## config.mk

```make
export PLATFORM = sky130hd
export DESIGN_NAME = i2c_regport
export DESIGN_NICKNAME = d
export VERILOG_FILES = /design/src/rtl/i2c_regport_pkg.sv /design/src/rtl/i2c_regport_sync.sv /design/src/rtl/i2c_regport_ptr.sv /design/src/rtl/i2c_regport.sv
export SDC_FILE = /design/constraint.sdc
export NUM_CORES = 1
export LEC_CHECK = 0
export BUFFER_PORTS_ARGS = -buffer_cell sky130_fd_sc_hd__buf_2
export CAP_MARGIN = 5
export CORE_MARGIN = 2
export CORE_UTILIZATION = 64
export DETAILED_ROUTE_END_ITERATION = 8
export HOLD_SLACK_MARGIN = 0.15
export PLACE_DENSITY = 0.85
export SLEW_MARGIN = 20
export SYNTH_ARGS = -nofsm -noshare
export SYNTH_HDL_FRONTEND = slang
export SYNTH_HIERARCHICAL = 1
export SYNTH_SLANG_ARGS = --single-unit
```

## constraint.sdc

```tcl
create_clock -name clk -period 5.26 [get_ports clk]
set_input_delay 0.526 -clock clk [delete_from_list [all_inputs] [get_ports clk]]
set_output_delay 0.526 -clock clk [all_outputs]
set_load 0.01 [all_outputs]
```

## src/rtl/i2c_regport_pkg.sv

```systemverilog
package i2c_regport_pkg;

   typedef enum logic [3:0] {
      ST_IDLE,
      ST_ADDR,
      ST_ADDR_ACK,
      ST_PTR,
      ST_PTR_ACK,
      ST_WR,
      ST_WR_ACK,
      ST_TX,
      ST_HOST_ACK
   } tgt_state_t;

   localparam int unsigned BYTE_W = 8;

endpackage

```

## src/rtl/i2c_regport_sync.sv

```systemverilog
module i2c_regport_sync #(
   parameter int unsigned LINES  = 2,
   parameter int unsigned STAGES = 2
) (
   input  logic             clk,
   input  logic             rst_n,
   input  logic [LINES-1:0] line_i,
   output logic [LINES-1:0] level_o,
   output logic [LINES-1:0] rise_o,
   output logic [LINES-1:0] fall_o
);

   logic [LINES-1:0] chain [STAGES];
   logic [LINES-1:0] prev_q;

   generate
      if (STAGES < 2) begin : g_bad_stages
         $error("i2c_regport_sync: STAGES must be at least 2");
      end
      for (genvar s = 0; s < STAGES; s++) begin : g_stage
         if (s == 0) begin : g_first
            always_ff @(posedge clk or negedge rst_n) begin
               if (!rst_n) chain[0] <= '1;
               else        chain[0] <= line_i;
            end
         end else begin : g_next
            always_ff @(posedge clk or negedge rst_n) begin
               if (!rst_n) chain[s] <= '1;
               else        chain[s] <= chain[s-1];
            end
         end
      end
   endgenerate

   always_ff @(posedge clk or negedge rst_n) begin
      if (!rst_n) prev_q <= '1;
      else        prev_q <= chain[STAGES-1];
   end

   assign level_o = chain[STAGES-1];
   assign rise_o  = chain[STAGES-1] & ~prev_q;
   assign fall_o  = ~chain[STAGES-1] & prev_q;

endmodule

```

## src/rtl/i2c_regport_ptr.sv

```systemverilog
module i2c_regport_ptr #(
   parameter int unsigned PTR_W = 8
) (
   input  logic             clk,
   input  logic             rst_n,
   input  logic             load,
   input  logic [PTR_W-1:0] din,
   input  logic             inc,
   output logic [PTR_W-1:0] ptr
);

   localparam logic [PTR_W-1:0] ONE = {{(PTR_W-1){1'b0}}, 1'b1};

   always_ff @(posedge clk or negedge rst_n) begin
      if (!rst_n)    ptr <= '0;
      else if (load) ptr <= din;
      else if (inc)  ptr <= ptr + ONE;
   end

endmodule

```

## src/rtl/i2c_regport.sv

```systemverilog
module i2c_regport
   import i2c_regport_pkg::*;
#(
   parameter logic [6:0]  DEV_ADDR    = 7'b0101010,
   parameter int unsigned PTR_W       = 8,
   parameter int unsigned SYNC_STAGES = 2
) (
   input  logic             clk,
   input  logic             rst_n,
   input  logic             scl_i,
   input  logic             sda_i,
   output logic             sda_oe,
   output logic [PTR_W-1:0] reg_addr,
   output logic [7:0]       reg_wdata,
   output logic             reg_we,
   output logic             reg_re,
   input  logic [7:0]       reg_rdata
);

   localparam int unsigned CNT_W = 4;
   localparam logic [CNT_W-1:0] FULL = CNT_W'(BYTE_W);

   generate
      if (PTR_W < 1 || PTR_W > BYTE_W) begin : g_bad_ptr
         $error("i2c_regport: PTR_W must be within 1..8");
      end
   endgenerate

   // line conditioning: index 0 = SCL, index 1 = SDA
   logic [1:0] lvl, rise, fall;

   i2c_regport_sync #(.LINES(2), .STAGES(SYNC_STAGES)) u_sync (
      .clk    (clk),
      .rst_n  (rst_n),
      .line_i ({sda_i, scl_i}),
      .level_o(lvl),
      .rise_o (rise),
      .fall_o (fall)
   );

   logic scl_s, sda_s, scl_up, scl_dn, bus_start, bus_stop;
   assign scl_s     = lvl[0];
   assign sda_s     = lvl[1];
   assign scl_up    = rise[0];
   assign scl_dn    = fall[0];
   assign bus_start = scl_s & fall[1];
   assign bus_stop  = scl_s & rise[1];

   tgt_state_t       state;
   logic [7:0]       rx_sh, tx_sh, rbuf;
   logic [CNT_W-1:0] bcnt;
   logic [2:0]       tcnt;
   logic             is_read, next_pend, re_q;
   logic             ptr_load, ptr_inc;
   logic [PTR_W-1:0] ptr_din, ptr;

   i2c_regport_ptr #(.PTR_W(PTR_W)) u_ptr (
      .clk  (clk),
      .rst_n(rst_n),
      .load (ptr_load),
      .din  (ptr_din),
      .inc  (ptr_inc),
      .ptr  (ptr)
   );

   assign reg_addr = ptr;

   // read data capture, one cycle after the strobe
   always_ff @(posedge clk or negedge rst_n) begin
      if (!rst_n) begin
         re_q <= 1'b0;
         rbuf <= '0;
      end else begin
         re_q <= reg_re;
         if (re_q) rbuf <= reg_rdata;
      end
   end

   // receive shifter, active in the byte-collecting states
   logic rx_state;
   assign rx_state = (state == ST_ADDR) || (state == ST_PTR) || (state == ST_WR);

   always_ff @(posedge clk or negedge rst_n) begin
      if (!rst_n) begin
         state     <= ST_IDLE;
         rx_sh     <= '0;
         tx_sh     <= '0;
         bcnt      <= '0;
         tcnt      <= '0;
         is_read   <= 1'b0;
         next_pend <= 1'b0;
         sda_oe    <= 1'b0;
         reg_we    <= 1'b0;
         reg_re    <= 1'b0;
         reg_wdata <= '0;
         ptr_load  <= 1'b0;
         ptr_inc   <= 1'b0;
         ptr_din   <= '0;
      end else begin
         reg_we   <= 1'b0;
         reg_re   <= 1'b0;
         ptr_load <= 1'b0;
         ptr_inc  <= 1'b0;
         if (bus_start) begin
            state     <= ST_ADDR;
            bcnt      <= '0;
            next_pend <= 1'b0;
            sda_oe    <= 1'b0;
         end else if (bus_stop) begin
            state     <= ST_IDLE;
            bcnt      <= '0;
            next_pend <= 1'b0;
            sda_oe    <= 1'b0;
         end else if (rx_state && scl_up && bcnt != FULL) begin
            rx_sh <= {rx_sh[6:0], sda_s};
            bcnt  <= bcnt + 1'b1;
         end else if (scl_dn) begin
            unique case (state)
               ST_ADDR: if (bcnt == FULL) begin
                  if (rx_sh[7:1] == DEV_ADDR) begin
                     sda_oe  <= 1'b1;
                     is_read <= rx_sh[0];
                     state   <= ST_ADDR_ACK;
                     if (rx_sh[0]) begin
                        reg_re  <= 1'b1;
                        ptr_inc <= 1'b1;
                     end
                  end else begin
                     state <= ST_IDLE;
                  end
               end
               ST_ADDR_ACK: begin
                  if (is_read) begin
                     tx_sh  <= rbuf;
                     sda_oe <= ~rbuf[7];
                     tcnt   <= '0;
                     state  <= ST_TX;
                  end else begin
                     sda_oe <= 1'b0;
                     bcnt   <= '0;
                     state  <= ST_PTR;
                  end
               end
               ST_PTR: if (bcnt == FULL) begin
                  ptr_load <= 1'b1;
                  ptr_din  <= rx_sh[PTR_W-1:0];
                  sda_oe   <= 1'b1;
                  state    <= ST_PTR_ACK;
               end
               ST_WR: if (bcnt == FULL) begin
                  reg_we    <= 1'b1;
                  reg_wdata <= rx_sh;
                  ptr_inc   <= 1'b1;
                  sda_oe    <= 1'b1;
                  state     <= ST_WR_ACK;
               end
               ST_PTR_ACK, ST_WR_ACK: begin
                  sda_oe <= 1'b0;
                  bcnt   <= '0;
                  state  <= ST_WR;
               end
               ST_TX: begin
                  if (tcnt == 3'd7) begin
                     sda_oe <= 1'b0;
                     state  <= ST_HOST_ACK;
                  end else begin
                     tx_sh  <= {tx_sh[6:0], 1'b0};
                     sda_oe <= ~tx_sh[6];
                     tcnt   <= tcnt + 1'b1;
                  end
               end
               ST_HOST_ACK: if (next_pend) begin
                  next_pend <= 1'b0;
                  tx_sh     <= rbuf;
                  sda_oe    <= ~rbuf[7];
                  tcnt      <= '0;
                  state     <= ST_TX;
               end
               default: ;
            endcase
         end else if (scl_up && state == ST_HOST_ACK && !next_pend) begin
            if (!sda_s) begin
               reg_re    <= 1'b1;
               ptr_inc   <= 1'b1;
               next_pend <= 1'b1;
            end else begin
               state <= ST_IDLE;
            end
         end
      end
   end

   // strobes are single-cycle and never coincide
   assert_we_pulse_R4: assert property (@(posedge clk) disable iff (!rst_n)
      reg_we |=> !reg_we);
   assert_re_pulse_R5: assert property (@(posedge clk) disable iff (!rst_n)
      reg_re |=> !reg_re);
   assert_strobe_excl_R4: assert property (@(posedge clk) disable iff (!rst_n)
      !(reg_we && reg_re));
   // the address seen with a strobe is followed by the next one (R9 wraps)
   assert_wr_step_R9: assert property (@(posedge clk) disable iff (!rst_n)
      reg_we |=> reg_addr == $past(reg_addr) + 1'b1);
   assert_rd_step_R5: assert property (@(posedge clk) disable iff (!rst_n)
      reg_re |=> reg_addr == $past(reg_addr) + 1'b1);
   // SDA drive only moves while SCL is low, apart from bus conditions
   assert_sda_scl_low_R1: assert property (@(posedge clk) disable iff (!rst_n)
      !$stable(sda_oe) |-> !scl_s || $past(bus_start || bus_stop));
   // an idle target never holds the line
   assert_idle_release_R2: assert property (@(posedge clk) disable iff (!rst_n)
      state == ST_IDLE |-> !sda_oe);

endmodule

```

==> metrics.cfg, run 1 <==
[global_routing]
grt_max_degree = 73
grt_overflow_total = 0
grt_pass1_vias = 2295
grt_pass1_wl_um = 11300
antenna_found_initial = 0
track_usage = 0.239

[floorplan]
start_util = 0.672
dieArea_um2 = 6070
pin_count = 31
num_rows = 26
die_height_um = 77.9
dieWidth_um = 77.9
core_area_um2 = 5200

[clocking]
cts_resized = 0
cts_hold_buf = 0
cts_sinks = 72
post-cts-setup-buffers = 0
clockBufferDepth = 2
clk_pin_slew_worst_paths_ns = 0.07
cts_tree = yes
cts_htree_levels = 3
clk_latency_ns = 0.34
cts_root_buffer = clkbuf_8
cts-buffers-inserted = 9

[timing]
slew_viol_final = 0
worstMarginPinSlew_ns = 0.934
finalClockSkew_ns = 0.0100
grt_setup_unrepaired = no
period_share = 0.485
whs_ns = 0.277
hold_viol = 0
setup-violations-final = 0
period_needed_ns = 2.55
relSlewSlack = 0.369
max_freq_mhz = 392
tns_ns = 0

[synthesis]
synthCells = 299
ys_types = 60
yosys.area.top_type = dfrtp_1
yosys_register_bits = 72
async_flop_share = 1.00
synth_edf_count = 0
synth_area_um2 = 3500
synth_top_area_share = 0.472
avgSynthCellArea_um2 = 11.7
ys_seq_area_frac = 0.517
synth_area_leaders = dfrtp_1 47%, mux2_2 14%, dfstp_2 4.5%
synth-warning-count = 6
synthFlopType = dfrtp_1
syn_nets = 316

[critical_path]
setup.worst_path.start = u_sync/level_o[1]
path_class = reg -> reg
required_ns = 5.48
critPathSlowestCell = dfstp_2
critical-path-top-delay-family = simple AND/OR/NAND/NOR gates
path_cells = and2b_2, o21ai_1, nand3_1, nor4_4, mux2_2
cp.arrival_ns = 2.78
crit-reg2reg-launch = u_sync/level_o[1]
slowest_delay_ns = 0.57
cp-start-kind = flop
end_kind = flop
path_buf_inv = 0
crit_fanout = 9

[drt]
ant_nets = 0
routedWlPerCell_um = 16.3
dr_total_vias = 2403
drt_iter0_drc = 181
wirelength_um = 6530
drc = 0
avgViaCountPerCell = 5.99
first_pass_iters = 5

[placed_design]
hpwlAfterDp_um = 4490
place.gp.congestion = 0.888
portBuffers = 30

[layout]
drive_gt1_frac = 0.353
nNetsFinal = 343
layout_commonest_cell = dfrtp_1
areaGrowthSynthToFinish_pct = 11.2
final_cell_mix = 66 x dfrtp_1, 45 x mux2_2, 30 x buf_2
antenna_cells = 0

[power]
p_leak_nw = 1.84
worst_ir_drop_vdd_mv = 0.364
power_density_nw_per_um2 = 376

[worst_hold_path]
hold_path.class = in -> reg
hold_path.startpoint = sda_i

[run]
cap_violations = 0

[status]
status = finished, final reports clean

[sequential cells by signal, indices dropped and copies added (netlist names)]
name / flops
ptr_din: 8
rbuf: 8
reg_wdata: 8
rx_sh: 8
u_ptr/ptr: 8
tx_sh: 7
bcnt: 4
state: 4
tcnt: 3
u_sync/chain: 2
u_sync/level_o: 2
u_sync/prev_q: 2
is_read: 1
next_pend: 1
ptr_inc: 1
ptr_load: 1
re_q: 1
reg_re: 1
reg_we: 1
sda_oe: 1
[power by group]
part	total [mW]	switching [mW]	internal, mW
clock	0.487	0.205	0.282
combinational	0.246	0.119	0.127
sequential	0.731	0.103	0.628
[final timing paths]
| check | endpoint | slack [ns] | cells past startpoint |
|---|---|---|---|
| max in group asynchronous | state[2] | 4.29 | 2 |
| worst min register to register | u_sync/level_o[0] | 0.36 | 0 |
| worst max register to register | ptr_din[3] | 2.71 | 5 |
| min in group asynchronous | bcnt[2] | 0.38 | 2 |
| worst min-delay path | u_sync/chain[3] | 0.28 | 1 |
| worst max-delay path | ptr_din[3] | 2.71 | 5 |
[synth_stat cells (2+ instances only)]
master and instances:
dfrtp_1 66, nand3b_1 2, dfstp_2 6, nand4_1 4, nand2_1 24, buf_4 5
a31oi_1 5, nor2b_1 8, buf_2 5, o32ai_1 2, mux2_2 45, xnor2_1 2
inv_1 11, and2b_2 4, a22oi_1 3, o2bb2ai_1 2, a32o_1 2, ha_1 5
nor3_1 5, a21oi_1 6, o211a_1 2, xor2_1 5, nor2_1 6, a221oi_1 2
o31ai_1 2, or2_2 2, clkbuf_1 5, or3_2 2, o21ai_0 12, a211oi_1 3
mux2i_1 3, or4_1 4, o21ai_1 3, nand3_1 10
[logic make-up (layout without fill, tap and decap cells)]
group / after synthesis / after routing / share of synthesized area
buffers and inverters: 28 / 60 / 0.0372
AOI/OAI and AO/OA: 52 / 52 / 0.103
and+or+nand+nor: 87 / 87 / 0.154
muxes: 48 / 48 / 0.153
adders and majority gates: 5 / 5 / 0.0179
DFF: 72 / 72 / 0.517
xor gates and xnor gates: 7 / 7 / 0.0175
[routing by layer]
layer	GRT usage	vias to the layer above	wire [um]
li1	-	1142	-
met1	0.333	1165	2940
met2	0.373	88	3090
met3	0.0430	8	395
met4	0.0982	0	101
met5	0	-	0
[cell type report]
cell class,count,area (um2)
well taps,70,87.6
multi-input cells,199,1560
inverters,13,48.8
flip-flops and latches,72,1810
fillers,346,1310
clock buffers,10,138
repair buffers,31,158
clock inverters,6,91.3
[metrics by stage]
| stage | instance area [um2] | util | cells | power (mW) | setup slack, ns |
|---|---|---|---|---|---|
| after floorplan | 3500 | - | 299 | 0.894 | 3.17 |
| after global placement | 3660 | 0.704 | 385 | 0.969 | 2.83 |
| after detailed placement | 3660 | 0.704 | 385 | 0.983 | 2.74 |
| after CTS | 3890 | 0.748 | 401 | 1.47 | 2.70 |
| after global routing | 3890 | 0.748 | 401 | 1.53 | 2.56 |
| final | 3890 | 0.748 | 401 | 1.46 | 2.71 |
Power figures use the tool's default switching activity.
==> run 2, diff against run 1 <==
--- a/config.mk
+++ b/config.mk
@@ -8,10 +8,10 @@
 export BUFFER_PORTS_ARGS = -buffer_cell sky130_fd_sc_hd__buf_2
 export CAP_MARGIN = 5
 export CORE_MARGIN = 2
-export CORE_UTILIZATION = 64
+export CORE_UTILIZATION = 59
 export DETAILED_ROUTE_END_ITERATION = 8
 export HOLD_SLACK_MARGIN = 0.15
-export PLACE_DENSITY = 0.85
+export PLACE_DENSITY = 0.79
 export SLEW_MARGIN = 20
 export SYNTH_ARGS = -nofsm -noshare
 export SYNTH_HDL_FRONTEND = slang
==> constraint.sdc (replaced) <==
create_clock -name clk -period 2.6 [get_ports clk]
set_input_delay 0.26 -clock clk [delete_from_list [all_inputs] [get_ports clk]]
set_output_delay 0.26 -clock clk [all_outputs]
set_load 0.01 [all_outputs]
==> metrics.cfg, run 2 (synthesis gave the netlist of run 1 again) <==
[timing]
setup-violations-final = 0  ; unchanged
finalClockSkew_ns = 0.00728  ; was 0.0100 ns
relSlewSlack = 0.564  ; was 0.369
period_share = 0.862  ; was 0.485
grt_setup_unrepaired = no  ; unchanged
max_freq_mhz = 446  ; was 392 MHz
slew_viol_final = 0  ; unchanged
hold_viol = 0  ; unchanged
tns_ns = 0  ; unchanged
period_needed_ns = 2.24  ; was 2.55 ns
worstMarginPinSlew_ns = 0.654  ; was 0.934 ns
final.setup.worst_slack_ns = 0.359  ; was 2.71 ns

[layout]
antenna_cells = 0  ; unchanged
multiInputGateArea_um2 = 1560  ; unchanged
nNetsFinal = 355  ; was 343
register_area_um2 = 1810  ; unchanged
layout_commonest_cell = dfrtp_1  ; unchanged
areaGrowthSynthToFinish_pct = 15.3  ; was 11.2%
drive_gt1_frac = 0.350  ; was 0.353
nFillCells = 435  ; was 346
final_cells = 418  ; was 401
final_cell_mix = 66 x dfrtp_1, 45 x mux2_2, 30 x buf_2  ; unchanged

[drt]
dr_total_vias = 2439  ; was 2403
ant_nets = 0  ; unchanged
avgViaCountPerCell = 5.83  ; was 5.99
first_pass_iters = 4  ; was 5
wirelength_um = 6800  ; was 6530 um
drt_iter0_drc = 250  ; was 181
routedWlPerCell_um = 16.3  ; about the same
drc = 0  ; unchanged

[clocking]
cts_sinks = 72  ; unchanged
post-cts-setup-buffers = 0  ; unchanged
clockBufferDepth = 2  ; unchanged
cts_resized = 0  ; unchanged
cts_tree = yes  ; unchanged
clk_pin_slew_worst_paths_ns = 0.08  ; was 0.07 ns
clk_latency_ns = 0.34  ; about the same
cts_root_buffer = clkbuf_8  ; unchanged
cts_htree_levels = 3  ; unchanged
cts-buffers-inserted = 9  ; unchanged
cts_hold_buf = 8  ; was 0

[global_routing]
grt_pass1_wl_um = 11300  ; about the same
grt_overflow_total = 0  ; unchanged
grt_pass1_vias = 2273  ; was 2295
track_usage = 0.227  ; was 0.239
antenna_found_initial = 0  ; unchanged
grt_max_degree = 46  ; was 73

[worst_hold_path]
hold_path.class = in -> reg  ; unchanged

[placed_design]
place.gp.congestion = 0.883  ; was 0.888
portBuffers = 30  ; unchanged
pre_cts_slack_ns = 0.397  ; was 2.74 ns
dp_cells = 394  ; was 385
hpwlAfterDp_um = 4600  ; was 4490 um

[floorplan]
num_rows = 28  ; was 26
dieArea_um2 = 6560  ; was 6070 um2
pin_count = 31  ; unchanged
start_util = 0.602  ; was 0.672
die_height_um = 81  ; was 77.9 um
core_area_um2 = 5820  ; was 5200 um2
dieWidth_um = 81  ; was 77.9 um

[status]
status = finished, final reports clean  ; unchanged

[power]
worst_ir_drop_vdd_mv = 0.557  ; was 0.364 mV
p_leak_nw = 1.90  ; was 1.84 nW
power_density_nw_per_um2 = 759  ; was 376 nW/um2

[critical_path]
required_ns = 2.83  ; was 5.48 ns
path_class = reg -> reg  ; unchanged
cp-start-kind = flop  ; unchanged
crit_fanout = 8  ; was 9
end_kind = flop  ; unchanged
cp.arrival_ns = 2.47  ; was 2.78 ns

[run]
cap_violations = 0  ; unchanged

==> run 2: cell types whose count changed in the layout (fill, tap and decap cells not counted) <==
cell           change
buf_12             +1
clkbuf_8           -1
dlygate4sd3_1      +8
bufinv_16          +1
buf_4              +3
clkbuf_1           +1
clkinv_2           -1
==> run 2: final cells by class <==
| type | instances | share of cell area |
|---|---|---|
| well taps | 75 | 0.0233 |
| clock buffers | 10 | 0.0316 |
| multi-input cells | 199 | 0.386 |
| repair buffers | 43 | 0.0695 |
| clock inverters | 6 | 0.0288 |
| flip-flops and latches | 72 | 0.448 |
| inverters | 13 | 0.0121 |
==> run 2: final timing paths <==
path                                   startpoint  depth (start not counted)  slack (ns)                end
worst max-delay path            u_sync/level_o[1]                          6        0.36       reg_wdata[7]
worst min register to register    u_sync/chain[2]                          0        0.36  u_sync/level_o[0]
worst min-delay path                 reg_rdata[6]                          2        0.16            rbuf[6]
worst max register to register  u_sync/level_o[1]                          6        0.36       reg_wdata[7]
min in group asynchronous                   rst_n                          2        0.49          next_pend
max in group asynchronous                   rst_n                          3        1.46            tcnt[2]
==> run 2: power breakdown <==
group          total [mW]  internal (mW)  switching [mW]
Sequential           1.46           1.27           0.187
Combinational       0.531          0.273           0.258
Clock                1.08          0.645           0.431
==> run 2: per-layer routing <==
layer | GRT usage | up-vias | part of all wire
li1 | - | 1169 | -
met1 | 0.329 | 1186 | 0.46
met2 | 0.340 | 71 | 0.48
met3 | 0.0378 | 13 | 0.043
met4 | 0.100 | 0 | 0.015
met5 | 0 | - | 0
==> run 2: worst max-delay path: stages, from the launching register on <==
cell and delay [ns]:
dfstp_2 0.57, and2b_2 0.24, o21ai_1 0.20, buf_4 0.20, nand2_1 0.13, nor3_4 0.41, mux2_2 0.39
==> run 2: stage by stage <==
stage | cell area, um2 | hold slack, ns | utilization | power (mW)
6_report | 4040 | 0.161 | 0.694 | 3.06
5_1_grt | 4040 | 0.152 | 0.694 | 3.22
4_1_cts | 4040 | 0.150 | 0.694 | 3.08
3_5_place_dp | 3710 | 0.324 | 0.638 | 2.00
3_3_place_gp | 3710 | 0.316 | 0.638 | 1.97
2_1_floorplan | 3500 | -0.0356 | - | 1.81
==> run 3, diff against run 2 <==
--- a/config.mk
+++ b/config.mk
@@ -5,13 +5,14 @@
 export SDC_FILE = /design/constraint.sdc
 export NUM_CORES = 1
 export LEC_CHECK = 0
+export ABC_AREA = 1
 export BUFFER_PORTS_ARGS = -buffer_cell sky130_fd_sc_hd__buf_2
 export CAP_MARGIN = 5
 export CORE_MARGIN = 2
-export CORE_UTILIZATION = 59
+export CORE_UTILIZATION = 54
 export DETAILED_ROUTE_END_ITERATION = 8
 export HOLD_SLACK_MARGIN = 0.15
-export PLACE_DENSITY = 0.79
+export PLACE_DENSITY = 0.76
 export SLEW_MARGIN = 20
 export SYNTH_ARGS = -nofsm -noshare
 export SYNTH_HDL_FRONTEND = slang
==> constraint.sdc (replaced) <==
create_clock -name clk -period 2 [get_ports clk]
set_input_delay 0.2 -clock clk [delete_from_list [all_inputs] [get_ports clk]]
set_output_delay 0.2 -clock clk [all_outputs]
set_load 0.01 [all_outputs]
==> metrics.cfg, run 3 <==
[drt]
drt_iter0_drc = 161  ; was 250
wirelength_um = 7050  ; was 6800 um
drc = 3  ; was 0
ant_nets = 0  ; unchanged
dr_total_vias = 2831  ; was 2439
avgViaCountPerCell = 5.19  ; was 5.83
first_pass_iters = 6  ; was 4
routedWlPerCell_um = 12.9  ; was 16.3 um

[timing]
relSlewSlack = 0.672  ; was 0.564
whs_ns = 0.359  ; was 0.161 ns
tns_ns = 0  ; unchanged
max_freq_mhz = 538  ; was 446 MHz
grt_setup_unrepaired = no  ; unchanged
period_share = 0.929  ; was 0.862
worstMarginPinSlew_ns = 0.492  ; was 0.654 ns
hold_viol = 0  ; unchanged
setup-violations-final = 0  ; unchanged
finalClockSkew_ns = 0.0150  ; was 0.00728 ns
slew_viol_final = 0  ; unchanged
period_needed_ns = 1.86  ; was 2.24 ns

[power]
p_leak_nw = 2.04  ; was 1.90 nW
worst_ir_drop_vdd_mv = 0.372  ; was 0.557 mV
power_density_nw_per_um2 = 792  ; was 759 nW/um2

[critical_path]
required_ns = 2.23  ; was 2.83 ns
cp.arrival_ns = 2.09  ; was 2.47 ns
slowest_delay_ns = 0.59  ; was 0.57 ns
crit-reg2reg-launch = u_sync/level_o[1]  ; unchanged
path_class = reg -> reg  ; unchanged
reg2reg_to = reg_wdata[0]  ; was reg_wdata[7]
end_kind = flop  ; unchanged
crit_fanout = 16  ; was 8
critPathSlowestCell = dfstp_2  ; unchanged
path_cells = nor2_1, nand2_1, inv_1, nor3_4, inv_2, nor2_4, inv_2, nand2_1, o21ai_2  ; was and2b_2, o21ai_1, buf_4, nand2_1, nor3_4, mux2_2
cp-start-kind = flop  ; unchanged
reg2reg_slack_ns = 0.14  ; was 0.36 ns
reg2reg_depth = 9  ; was 6

[global_routing]
antenna_found_initial = 0  ; unchanged
grt_pass1_vias = 2723  ; was 2273
grt_max_degree = 73  ; was 46
grt_pass1_wl_um = 12400  ; was 11300 um
track_usage = 0.212  ; was 0.227
grt_overflow_total = 0  ; unchanged

[clocking]
post-cts-setup-buffers = 0  ; unchanged
clk_latency_ns = 0.36  ; was 0.34 ns
cts_htree_levels = 3  ; unchanged
cts_sinks = 72  ; unchanged
clockBufferDepth = 2  ; unchanged
clk_pin_slew_worst_paths_ns = 0.08  ; about the same
cts_root_buffer = clkbuf_8  ; unchanged
cts_tree = yes  ; unchanged
cts-buffers-inserted = 9  ; unchanged

[floorplan]
num_rows = 29  ; was 28
start_util = 0.564  ; was 0.602
dieWidth_um = 85.9  ; was 81 um
pin_count = 31  ; unchanged
dieArea_um2 = 7380  ; was 6560 um2
die_height_um = 85.9  ; was 81 um
core_area_um2 = 6420  ; was 5820 um2

[layout]
areaGrowthSynthToFinish_pct = 14.5  ; was 15.3%
drive_gt1_frac = 0.246  ; was 0.350
nNetsFinal = 480  ; was 355
antenna_cells = 0  ; unchanged
layout_commonest_cell = nand2_1  ; was dfrtp_1
final_cell_mix = 109 x nand2_1, 66 x dfrtp_1, 43 x inv_1  ; was 66 x dfrtp_1, 45 x mux2_2, 30 x buf_2

[status]
violations = DRC
status = finished with violations  ; was finished, final reports clean

[synthesis]
yosysMostFrequentCell = nand2_1  ; was dfrtp_1
synthCells = 416  ; was 299
synth_top_area_share = 0.456  ; was 0.472
yosys.area.top_type = dfrtp_1  ; unchanged
synth_common_cells = 110 x nand2_1, 66 x dfrtp_1, 43 x inv_1, 30 x o21ai_0, 29 x nand3_1  ; was 66 x dfrtp_1, 45 x mux2_2, 24 x nand2_1, 12 x o21ai_0, 11 x inv_1
syn_nets = 433  ; was 316
avgSynthCellArea_um2 = 8.71  ; was 11.7 um2
synth_area_um2 = 3620  ; was 3500 um2
synth-warning-count = 6  ; unchanged
ys_types = 37  ; was 60
synthFlopType = dfrtp_1  ; unchanged
ys_seq_area_frac = 0.499  ; was 0.517
synth_edf_count = 0  ; unchanged
async_flop_share = 1.00  ; unchanged
synth_area_leaders = dfrtp_1 46%, nand2_1 11%, inv_1 4.5%  ; was dfrtp_1 47%, mux2_2 14%, dfstp_2 4.5%
yosys_register_bits = 72  ; unchanged

[worst_hold_path]
hold_depth = 0  ; was 2
min_to = u_sync/level_o[1]  ; was rbuf[6]
hold_path.startpoint = u_sync/chain[3]  ; was reg_rdata[6]
hold_path.class = reg -> reg  ; was in -> reg

[placed_design]
hpwlAfterDp_um = 4980  ; was 4600 um
place.gp.congestion = 0.974  ; was 0.883
portBuffers = 30  ; unchanged

[run]
cap_violations = 0  ; unchanged

[run 3: layout make-up]
type,count,area [um2]
sequential,72,1810
tap,77,96.3
timing repair buffer,46,310
clock buffer,10,128
inverter,50,188
fill,514,2270
clock inverter,6,68.8
multi-input combinational,284,1550
[run 3: critical path: cells and delay by family (launching register included)]
kind	cells	cell delay, ns
buffers and inverters	3	0.36
flip-flops	1	0.59
AO/OA/AOI/OAI	1	0.06
AND/OR/NAND/NOR	5	0.72
[run 3: metal layers]
metal,GRT usage,part of all wire,vias up
met3,0.0346,0.035,12
li1,-,-,1435
met4,0.0866,0.019,0
met5,0,0,-
met1,0.291,0.48,1323
met2,0.338,0.47,61
[run 3: per-stage QoR]
step	util	std cells	cell area, um2	power, mW	setup WS (ns)
floorplan	-	416	3620	1.98	0.229
global placement	0.597	518	3830	2.13	0.166
detailed placement	0.597	518	3830	2.14	0.131
CTS	0.645	545	4140	3.31	0.114
global route	0.646	545	4150	3.46	0.0110
finish	0.646	545	4150	3.29	0.141
[run 3: worst max-delay path by stage]
stage | startpoint | endpoint | cells after the start
after floorplan | u_sync/prev_q[0] | reg_wdata[4] | 10
after global placement | u_sync/level_o[1] | rx_sh[3] | 8
after detailed placement | u_sync/level_o[1] | state[3] | 10
after CTS | u_sync/level_o[1] | state[3] | 10
after global routing | u_sync/level_o[1] | next_pend | 11
final | u_sync/level_o[1] | reg_wdata[0] | 9
[run 3: what timing repair did]
item,CTS,global route
endpoints found under the setup margin,0,24
resized for setup,0,2
endpoints found under the hold margin,76,0
hold buffers,11,0
[run 3: cells by family (layout without fill, tap and decap cells)]
group / count (synthesis) / count (layout) / share of synthesized area
mux: 2 / 2 / 0.00622
compound gates: 70 / 70 / 0.125
xor+xnor: 3 / 3 / 0.00726
flops: 72 / 72 / 0.499
fa+ha+maj: 5 / 5 / 0.0173
buf+inv: 60 / 112 / 0.0753
simple gates: 204 / 204 / 0.270
[run 3: report_power, final]
| group | internal (mW) | switching, mW | total, mW |
|---|---|---|---|
| sequential | 1.57 | 0.105 | 1.68 |
| combinational | 0.184 | 0.269 | 0.453 |
| clock | 0.580 | 0.578 | 1.16 |
